==> config.mk <==
export PLATFORM = sky130hd
export DESIGN_NAME = dbg_bus_grant
export DESIGN_NICKNAME = d
export VERILOG_FILES = /design/src/rtl/dbg_bus_grant_pkg.sv /design/src/rtl/dbg_req_sync.sv /design/src/rtl/dbg_grant_fsm.sv /design/src/rtl/dbg_grant_regs.sv /design/src/rtl/dbg_bus_grant.sv
export SDC_FILE = /design/constraint.sdc
export NUM_CORES = 1
export LEC_CHECK = 0
export BUFFER_PORTS_ARGS = -buffer_cell sky130_fd_sc_hd__buf_2
export CAP_MARGIN = 15
export CORE_AREA = 2 2 39 41
export DETAILED_ROUTE_END_ITERATION = 7
export DIE_AREA = 0 0 41 43
export PLACE_DENSITY = 0.69
export SLEW_MARGIN = 10
export SYNTH_ARGS = -nofsm -noshare
export SYNTH_HDL_FRONTEND = slang
export SYNTH_SLANG_ARGS = --single-unit
==> constraint.sdc <==
create_clock -name clk_i -period 0.95 [get_ports clk_i]
set_input_delay 0.095 -clock clk_i [delete_from_list [all_inputs] [get_ports clk_i]]
set_output_delay 0.095 -clock clk_i [all_outputs]
set_load 0.1 [all_outputs]
==> src/rtl/dbg_bus_grant_pkg.sv <==
package dbg_bus_grant_pkg;
  typedef enum logic [1:0] {
    ST_IDLE  = 2'd0,
    ST_PEND  = 2'd1,
    ST_GRANT = 2'd2
  } grant_st_e;

  localparam int unsigned REG_CTRL   = 0;
  localparam int unsigned REG_STAT   = 1;
  localparam int unsigned CTRL_EN    = 0;
  localparam int unsigned STAT_ACK   = 0;
  localparam int unsigned STAT_PEND  = 1;
  localparam int unsigned STAT_HAZ   = 2;
  localparam int unsigned STAT_ERR   = 3;
  localparam int unsigned STAT_BITS  = 4;
endpackage

==> src/rtl/dbg_req_sync.sv <==
module dbg_req_sync #(
  parameter int unsigned STAGES = 2
) (
  input  logic clk_i,
  input  logic rst_ni,
  input  logic d_i,
  output logic q_o
);
  logic [STAGES-1:0] chain_q;

  generate
    for (genvar g = 0; g < STAGES; g++) begin : g_stage
      if (g == 0) begin : g_first
        always_ff @(posedge clk_i or negedge rst_ni) begin
          if (!rst_ni) chain_q[g] <= 1'b0;
          else         chain_q[g] <= d_i;
        end
      end else begin : g_next
        always_ff @(posedge clk_i or negedge rst_ni) begin
          if (!rst_ni) chain_q[g] <= 1'b0;
          else         chain_q[g] <= chain_q[g-1];
        end
      end
    end
  endgenerate

  assign q_o = chain_q[STAGES-1];
endmodule

==> src/rtl/dbg_grant_fsm.sv <==
module dbg_grant_fsm
  import dbg_bus_grant_pkg::*;
(
  input  logic clk_i,
  input  logic rst_ni,
  input  logic req_i,
  input  logic en_i,
  input  logic dbg_mode_i,
  input  logic shift_busy_i,
  input  logic sep_valid_i,
  input  logic sep_bit_i,
  output logic ack_o,
  output logic pend_o
);
  grant_st_e state_q, state_d;
  logic      may_grant;
  logic      op_done;

  // end of a debug command, or nothing in flight
  assign op_done   = !shift_busy_i || (sep_valid_i && sep_bit_i);
  assign may_grant = req_i && en_i && dbg_mode_i;

  always_comb begin
    state_d = state_q;
    unique case (state_q)
      ST_IDLE: begin
        if (may_grant) state_d = op_done ? ST_GRANT : ST_PEND;
      end
      ST_PEND: begin
        if (!may_grant)   state_d = ST_IDLE;
        else if (op_done) state_d = ST_GRANT;
      end
      ST_GRANT: begin
        // held until the request is withdrawn
        if (!req_i) state_d = ST_IDLE;
      end
      default: state_d = ST_IDLE;
    endcase
  end

  always_ff @(posedge clk_i or negedge rst_ni) begin
    if (!rst_ni) state_q <= ST_IDLE;
    else         state_q <= state_d;
  end

  assign ack_o  = (state_q == ST_GRANT);
  assign pend_o = (state_q == ST_PEND);
endmodule

==> src/rtl/dbg_grant_regs.sv <==
module dbg_grant_regs
  import dbg_bus_grant_pkg::*;
#(
  parameter int unsigned DATA_W = 8,
  parameter int unsigned ADDR_W = 1
) (
  input  logic              clk_i,
  input  logic              rst_ni,
  input  logic              wr_i,
  input  logic [ADDR_W-1:0] addr_i,
  input  logic [DATA_W-1:0] wdata_i,
  input  logic              ack_i,
  input  logic              pend_i,
  input  logic              dbg_mode_i,
  input  logic              bus_access_i,
  output logic [DATA_W-1:0] rdata_o,
  output logic              en_o,
  output logic              hazard_o,
  output logic              err_pulse_o
);
  logic en_q, haz_q, err_q, pulse_q;
  logic wr_ctrl, wr_stat;
  logic haz_set, err_set;
  logic [STAT_BITS-1:0] stat_w;

  assign wr_ctrl = wr_i && (addr_i == ADDR_W'(REG_CTRL));
  assign wr_stat = wr_i && (addr_i == ADDR_W'(REG_STAT));
  assign haz_set = ack_i && !dbg_mode_i;
  assign err_set = ack_i && bus_access_i;

  always_ff @(posedge clk_i or negedge rst_ni) begin
    if (!rst_ni) begin
      en_q    <= 1'b0;
      haz_q   <= 1'b0;
      err_q   <= 1'b0;
      pulse_q <= 1'b0;
    end else begin
      if (wr_ctrl) en_q <= wdata_i[CTRL_EN];
      // set wins over a same-cycle clear
      haz_q   <= haz_set || (haz_q && !(wr_stat && wdata_i[STAT_HAZ]));
      err_q   <= err_set || (err_q && !(wr_stat && wdata_i[STAT_ERR]));
      pulse_q <= err_set;
    end
  end

  always_comb begin
    stat_w           = '0;
    stat_w[STAT_ACK]  = ack_i;
    stat_w[STAT_PEND] = pend_i;
    stat_w[STAT_HAZ]  = haz_q;
    stat_w[STAT_ERR]  = err_q;
  end

  always_comb begin
    rdata_o = '0;
    if (addr_i == ADDR_W'(REG_CTRL))      rdata_o[CTRL_EN] = en_q;
    else if (addr_i == ADDR_W'(REG_STAT)) rdata_o[STAT_BITS-1:0] = stat_w;
  end

  assign en_o        = en_q;
  assign hazard_o    = haz_q;
  assign err_pulse_o = pulse_q;
endmodule

==> src/rtl/dbg_bus_grant.sv <==
module dbg_bus_grant
  import dbg_bus_grant_pkg::*;
#(
  parameter int unsigned DATA_W      = 8,
  parameter int unsigned ADDR_W      = 1,
  parameter int unsigned SYNC_STAGES = 2
) (
  input  logic              clk_i,
  input  logic              rst_ni,
  input  logic              ext_req_i,
  input  logic              sep_valid_i,
  input  logic              sep_bit_i,
  input  logic              shift_busy_i,
  input  logic              dbg_mode_i,
  input  logic              dbg_bus_access_i,
  input  logic              reg_wr_i,
  input  logic [ADDR_W-1:0] reg_addr_i,
  input  logic [DATA_W-1:0] reg_wdata_i,
  output logic [DATA_W-1:0] reg_rdata_o,
  output logic              ext_ack_o,
  output logic              acc_err_o
);
  logic req_sync;
  logic grant_en;
  logic grant_ack;
  logic grant_pend;
  logic hazard_sticky;

  dbg_req_sync #(.STAGES(SYNC_STAGES)) u_sync (
    .clk_i  (clk_i),
    .rst_ni (rst_ni),
    .d_i    (ext_req_i),
    .q_o    (req_sync)
  );

  dbg_grant_fsm u_fsm (
    .clk_i        (clk_i),
    .rst_ni       (rst_ni),
    .req_i        (req_sync),
    .en_i         (grant_en),
    .dbg_mode_i   (dbg_mode_i),
    .shift_busy_i (shift_busy_i),
    .sep_valid_i  (sep_valid_i),
    .sep_bit_i    (sep_bit_i),
    .ack_o        (grant_ack),
    .pend_o       (grant_pend)
  );

  dbg_grant_regs #(.DATA_W(DATA_W), .ADDR_W(ADDR_W)) u_regs (
    .clk_i        (clk_i),
    .rst_ni       (rst_ni),
    .wr_i         (reg_wr_i),
    .addr_i       (reg_addr_i),
    .wdata_i      (reg_wdata_i),
    .ack_i        (grant_ack),
    .pend_i       (grant_pend),
    .dbg_mode_i   (dbg_mode_i),
    .bus_access_i (dbg_bus_access_i),
    .rdata_o      (reg_rdata_o),
    .en_o         (grant_en),
    .hazard_o     (hazard_sticky),
    .err_pulse_o  (acc_err_o)
  );

  assign ext_ack_o = grant_ack;
endmodule

==> results of run 1 <==
[final timing paths]
kind,slack [ps],end,cells past startpoint,start
max in group asynchronous,560,u_regs.err_pulse_o,2,rst_ni
setup / recovery,-360,reg_rdata_o[0],3,u_fsm.state_q[1]
hold reg to reg,350,u_sync.q_o,0,u_sync.chain_q[0]
min in group asynchronous,200,u_fsm.state_q[1],2,rst_ni
hold / removal,80,u_regs.en_o,2,reg_wdata_i[0]
setup reg to reg,-160,u_regs.err_q,4,u_fsm.state_q[1]
[synth_stat cells (2+ instances only)]
library cell	n	area, sq um
buf_4	4	30.0
and2_2	2	15.0
nand3_1	2	10.0
a22o_1	2	17.5
dfrtp_1	8	200
[per-layer routing]
| metal | track usage | wire, um | part of all wire |
|---|---|---|---|
| met2 | 0.166 | 388 | 0.50 |
| met1 | 0.136 | 342 | 0.44 |
| met3 | 0.0785 | 47 | 0.060 |
| met4 | 0.0400 | 0 | 0 |
| met5 | 0 | 0 | 0 |
[layout make-up]
class,instances,share of cell area
Clock buffer,4,0.0401
Inverter,1,0.00573
Multi-Input combinational cell,20,0.248
Sequential cell,8,0.307
Tap cell,16,0.0305
Timing Repair Buffer,25,0.368
[sequential cells by signal (all words and copies together), names as in the netlist]
name                flops
u_sync.q_o              1
u_regs.err_pulse_o      1
u_fsm.state_q           2
u_regs.err_q            1
u_regs.en_o             1
u_sync.chain_q          1
u_regs.hazard_o         1
[kinds of logic (layout without fill, tap and decap cells)]
group / Yosys count / in the layout / share of synthesized area
buffers and inverters: 5 / 30 / 0.0897
DFF: 8 / 8 / 0.532
AOI/OAI and AO/OA: 4 / 4 / 0.0897
muxes: 2 / 2 / 0.0698
and+or+nand+nor: 10 / 10 / 0.209
other: 1 / 4 / 0.00996
[power groups by stage]
stage	sequential [mW]	clock [mW]	combinational [mW]
CTS	0.404	0.295	0.582
detailed placement	0.410	0	0.529
finish	0.405	0.287	0.587
global route	0.409	0.318	0.612
floorplan	0.421	0	0.343
global placement	0.407	0	0.525
[repair_timing]
item | 4_1_cts | 5_1_grt
endpoints found under the hold margin | 9 | 0
buffers inserted | 3 | 2
hold buffers | 2 | 0
endpoints found under the setup margin | 7 | 10
resized for setup | 5 | 0
pin swaps | 1 | 0
==> impl_metrics.ini, run 1 <==
[run_status]
status = complete, but fails checks
violations = setup timing

[floorplanning]
start_util = 0.272
die_area_sq_um = 1760
rows = 14
die_h_um = 43
die_w_um = 41
io_pins = 28
coreArea_sq_um = 1380

[run]
maxCapViolCount = 0

[synth]
syn_inst = 30
synthArstFlopShare = 1.00
ys_types = 17
synth_seq_cells = 8
synth_area_sq_um = 377
synth_edf_count = 0
syn_area_per_cell_sq_um = 12.6
ys_seq_area_frac = 0.532
synth_ff_type = dfrtp_1
yosys_warnings = 0

[pwr]
switching_share = 0.388
power_density_nw_per_um2 = 1950
p_sw_uw = 496
internal_power_uw = 783
clkPwrFrac = 0.224
pwr-share-comb = 0.459
pwr-share-seq = 0.317
total_power_mw = 1.28
power.leakage_nw = 0.327
ir_drop_mv = 0.637

[detailed_routing]
vias = 310
routed_via_density = 4.19
post-route-drc-count = 0
drtPass1Iterations = 2
wl_um = 778
drtAntennaViolNets = 0
wl_per_cell_um = 10.5
drt_iter0_markers = 3

[clock_network]
cts_buffer_depth = 2
root_buffer = clkbuf_4
numCtsBuffers = 3
insertion_delay_ps = 260
clock_sinks = 8
clk_pin_slew_ps = 60
cts_tree = built
htreeDepth = 1

[setup_path]
arrival_ps = 1210
crit_path_start_kind = flop
cp_top_family = flip-flops
max_stage_delay_ps = 390
cpMaxStageDelayCell = dfrtp_1
crit_type = flop to output port
critPathBufInv = 1
worstPathRequired_ps = 850
worstPathMaxFanout = 3
end_kind = output port
crit_chain = nor2b_4 -> mux2_4 -> buf_12

[layout]
drive_gt1_frac = 0.603
stdcell_area_sq_um = 656
instances_no_fill = 74
insertedDiodeCount = 0
final_common_cell = buf_2
nFillCells = 130
multi_input_area_sq_um = 163
area_growth_pct = 74.1
fin_nets = 77
utilization = 0.474
final-seq-area_sq_um = 201
mostFrequentLayoutCells = buf_2, dfrtp_1, buf_12

[placed_design]
gp_congestion = 0.634
dp_cells = 65
io_buffers = 18
place_area_sq_um = 578
dp_worst_setup_slack_ps = -69.5

[timing]
fin_tns_setup_ps = -1410
maxSlewViolCount = 0
whs_ps = 79.8
clock_skew_ps = 10.6
fin_crit_sh = 1.38
fin_crit_ps = 1310
rsz0062_at_grt = yes
timing.final.ws_setup_ps = -357
hold_viol = 0
setup_viol = 9
fmaxAchievable_ghz = 0.765

[global_routing]
grt_antenna_before_repair = 0
grt_pass1_vias = 300
grt_remaining_overflow = 0
grt.total_usage = 0.117
grt_pass1_wl_um = 1300
grt_max_degree = 9

[min_path]
min_path_type = primary input to flop
Power figures use the tool's default switching activity.
==> run 2, diff against run 1 <==
- MAX_ROUTING_LAYER: unset -> met4
==> impl_metrics.ini, run 2 (synthesis results as in run 1) <==
[run_status]
status = complete, but fails checks
violations = setup timing

[timing]
fmaxAchievable_ghz = 0.767
whs_ps = 79.3
rsz0062_at_grt = yes
setup_viol = 9
fin_crit_ps = 1300
fin_tns_setup_ps = -1380
maxSlewViolCount = 0
fin_crit_sh = 1.37
clock_skew_ps = 10.2
hold_viol = 0
timing.final.ws_setup_ps = -354

[floorplanning]
io_pins = 28
die_w_um = 41
die_area_sq_um = 1760
coreArea_sq_um = 1380
start_util = 0.272
die_h_um = 43
rows = 14

[pwr]
power.leakage_nw = 0.327
total_power_mw = 1.28
ir_drop_mv = 0.638
power_density_nw_per_um2 = 1950

[setup_path]
cp.depth = 3
r2r_slack_ps = -160
end_kind = output port
worstPathMaxFanout = 3
crit_type = flop to output port
worstSetupEndpoint = reg_rdata_o[0]
critPathBufInv = 1
ff2ff_path_depth = 4
crit_chain = nor2b_4 -> mux2_4 -> buf_12
worstPathRequired_ps = 850
arrival_ps = 1210
cpMaxStageDelayCell = dfrtp_1
max_stage_delay_ps = 380
reg2reg_to = u_regs.err_q
cp-startpoint = u_fsm.state_q[1]
worstReg2RegStart = u_fsm.state_q[1]
cp_top_family = flip-flops
crit_path_start_kind = flop

[clock_network]
clock_sinks = 8
insertion_delay_ps = 260
root_buffer = clkbuf_4
numCtsBuffers = 3
cts_buffer_depth = 2
cts_tree = built
clk_pin_slew_ps = 60
htreeDepth = 1

[layout]
utilization = 0.474
mostFrequentLayoutCells = buf_2, dfrtp_1, buf_12
area_growth_pct = 74.1
fin_nets = 77
final_common_cell = buf_2
drive_gt1_frac = 0.603
instances_no_fill = 74
top_register = u_fsm.state_q
stdcell_area_sq_um = 656
largest_reg_flops = 2
insertedDiodeCount = 0

[placed_design]
io_buffers = 18
dp_worst_setup_slack_ps = -69.5
gp_congestion = 0.639
dp_cells = 65
place_area_sq_um = 578

[detailed_routing]
drtPass1Iterations = 2
drt_iter0_markers = 2
wl_per_cell_um = 10.4
vias = 307
wl_um = 768
routed_via_density = 4.15
drtAntennaViolNets = 0
post-route-drc-count = 0

[global_routing]
grt_max_degree = 9
grt_antenna_before_repair = 0
grt_remaining_overflow = 0
grt_pass1_wl_um = 1300
grt_pass1_vias = 302
grt.total_usage = 0.116

[min_path]
min_path_type = primary input to flop
hold_depth = 2

[run]
maxCapViolCount = 0
run 2: how the worst min path moves through the flow:
stage,startpoint,to
6_report,reg_wdata_i[0],u_regs.en_o
5_1_grt,reg_wdata_i[0],u_regs.en_o
4_1_cts,reg_wdata_i[0],u_regs.en_o
3_5_place_dp,rst_ni,u_fsm.state_q[1]
3_3_place_gp,rst_ni,u_fsm.state_q[0]
2_1_floorplan,rst_ni,u_fsm.state_q[0]
run 2: layer usage:
layer / share of wire / GRT usage
met2: 0.50 / 0.166
met1: 0.43 / 0.136
met3: 0.068 / 0.0628
met5: 0 / -
met4: 0 / 0.0400
run 2: layout make-up:
cell class / count / area, sq um
Clock buffer: 4 / 26.3
Fill cell: 130 / 728
Multi-Input combinational cell: 20 / 163
Timing Repair Buffer: 25 / 241
Inverter: 1 / 3.75
Tap cell: 16 / 20.0
Sequential cell: 8 / 201
run 2: report_power, final:
| group | leakage [nW] | internal (mW) | switching (mW) |
|---|---|---|---|
| clock | 0.0150 | 0.161 | 0.125 |
| sequential | 0.0997 | 0.382 | 0.0224 |
| combinational | 0.213 | 0.239 | 0.348 |
| total | 0.327 | 0.783 | 0.496 |
run 2: repair_timing:
| action | 4_1_cts | 5_1_grt |
|---|---|---|
| buffers inserted | 3 | 2 |
| pin swaps | 1 | 0 |
| endpoints found under the hold margin | 9 | 0 |
| resized for setup | 5 | 0 |
| endpoints found under the setup margin | 7 | 10 |
| hold buffers | 2 | 0 |
==> run 3, diff against run 2 <==
- CAP_MARGIN: 15 -> 20
- CTS_CLUSTER_SIZE: unset -> 12
- clock period: 0.95 -> 1.2 ns (I/O delays scaled with it)
==> impl_metrics.ini, run 3 (synthesis results as in run 1) <==
[clock_network]
cts_buffer_depth = 2
insertion_delay_ps = 240
htreeDepth = 1
clk_pin_slew_ps = 50
cts_tree = built
clock_sinks = 8
root_buffer = clkbuf_4
numCtsBuffers = 3

[layout]
insertedDiodeCount = 0
largest_reg_flops = 2
mostFrequentLayoutCells = buf_2, dfrtp_1, buf_12
fin_nets = 75
utilization = 0.445
instances_no_fill = 71
drive_gt1_frac = 0.564
nFillCells = 134
final_common_cell = buf_2
area_growth_pct = 63.5
top_register = u_fsm.state_q

[setup_path]
arrival_ps = 1190
cp_top_family = flip-flops
cpMaxStageDelayCell = dfrtp_1
critPathBufInv = 1
r2r_slack_ps = 100
crit_path_start_kind = flop
worstReg2RegStart = u_fsm.state_q[1]
reg2reg_to = u_regs.hazard_o
worstPathRequired_ps = 1080
crit_type = flop to output port
max_stage_delay_ps = 380
crit_chain = nor2b_4 -> mux2_4 -> buf_12
ff2ff_path_depth = 4
worstPathMaxFanout = 2
end_kind = output port

[timing]
clock_skew_ps = 1.10
hold_viol = 0
rsz0062_at_grt = yes
maxSlewViolCount = 0
timing.final.ws_setup_ps = -112
fmaxAchievable_ghz = 0.762
fin_crit_ps = 1310
setup_viol = 3
fin_crit_sh = 1.09
whs_ps = 105

[detailed_routing]
wl_um = 721
wl_per_cell_um = 10.2
vias = 312
post-route-drc-count = 0
drtPass1Iterations = 2
drtAntennaViolNets = 0
drt_iter0_markers = 6
routed_via_density = 4.39

[global_routing]
grt.total_usage = 0.101
grt_antenna_before_repair = 0
grt_remaining_overflow = 0
grt_pass1_vias = 282
grt_pass1_wl_um = 1160
grt_max_degree = 9

[min_path]
hold_depth = 2
hp-start = dbg_bus_access_i
hold-path-endpoint = u_regs.err_pulse_o
min_path_type = primary input to flop

[floorplanning]
coreArea_sq_um = 1380
io_pins = 28
die_h_um = 43
die_area_sq_um = 1760
die_w_um = 41
rows = 14
start_util = 0.272

[run_status]
status = complete, but fails checks
violations = setup timing

[placed_design]
gp_congestion = 0.713
dp_cells = 64
io_buffers = 18

[pwr]
power_density_nw_per_um2 = 1520
ir_drop_mv = 0.532
power.leakage_nw = 0.312

[run]
maxCapViolCount = 0
-- run 3: worst max path at each step --
stage,from,end,slack (ps),cells past startpoint
2_1_floorplan,u_fsm.state_q[0],reg_rdata_o[0],-330,2
3_3_place_gp,u_fsm.state_q[1],reg_rdata_o[0],150,3
3_5_place_dp,u_fsm.state_q[1],reg_rdata_o[0],140,3
4_1_cts,u_fsm.state_q[1],reg_rdata_o[0],-140,3
5_1_grt,u_fsm.state_q[1],reg_rdata_o[0],-160,3
6_report,u_fsm.state_q[1],reg_rdata_o[0],-110,3
-- run 3: timing repair --
item,in CTS,in global routing
endpoints found under the setup margin,3,5
hold endpoints to repair,9,0
setup buffers,2,1
pin swaps,0,1
resized for setup,1,1
hold buffers,2,0
-- run 3: power by group --
part           total, mW  switching, mW  internal, mW
sequential         0.319         0.0167         0.303
clock              0.196         0.0824         0.114
combinational      0.419          0.266         0.153
-- run 3: area by class of cell --
cell class	count	area (sq um)	share of cell area
Timing Repair Buffer	23	211	0.343
Tap cell	16	20.0	0.0325
Inverter	1	3.75	0.00610
Clock buffer	3	22.5	0.0366
Multi-Input combinational cell	20	158	0.256
Sequential cell	8	200	0.325
-- run 3: metrics by stage --
stage                     TNS, ps  total power [mW]  cell area [sq um]  setup slack (ps)
after floorplan              -414             0.604                392              -329
after global placement          0             0.725                554               146
after detailed placement        0             0.728                554               138
after CTS                    -246             0.950                616              -140
after global routing         -344             0.989                616              -157
final                        -209             0.935                616              -112
-- run 3: metal layers --
metal / track usage / vias up / routed length [um]
met4: 0.0400 / 0 / 0
met2: 0.147 / 11 / 372
met1: 0.123 / 153 / 285
met5: - / - / 0
met3: 0.0366 / 0 / 63
li1: - / 148 / -
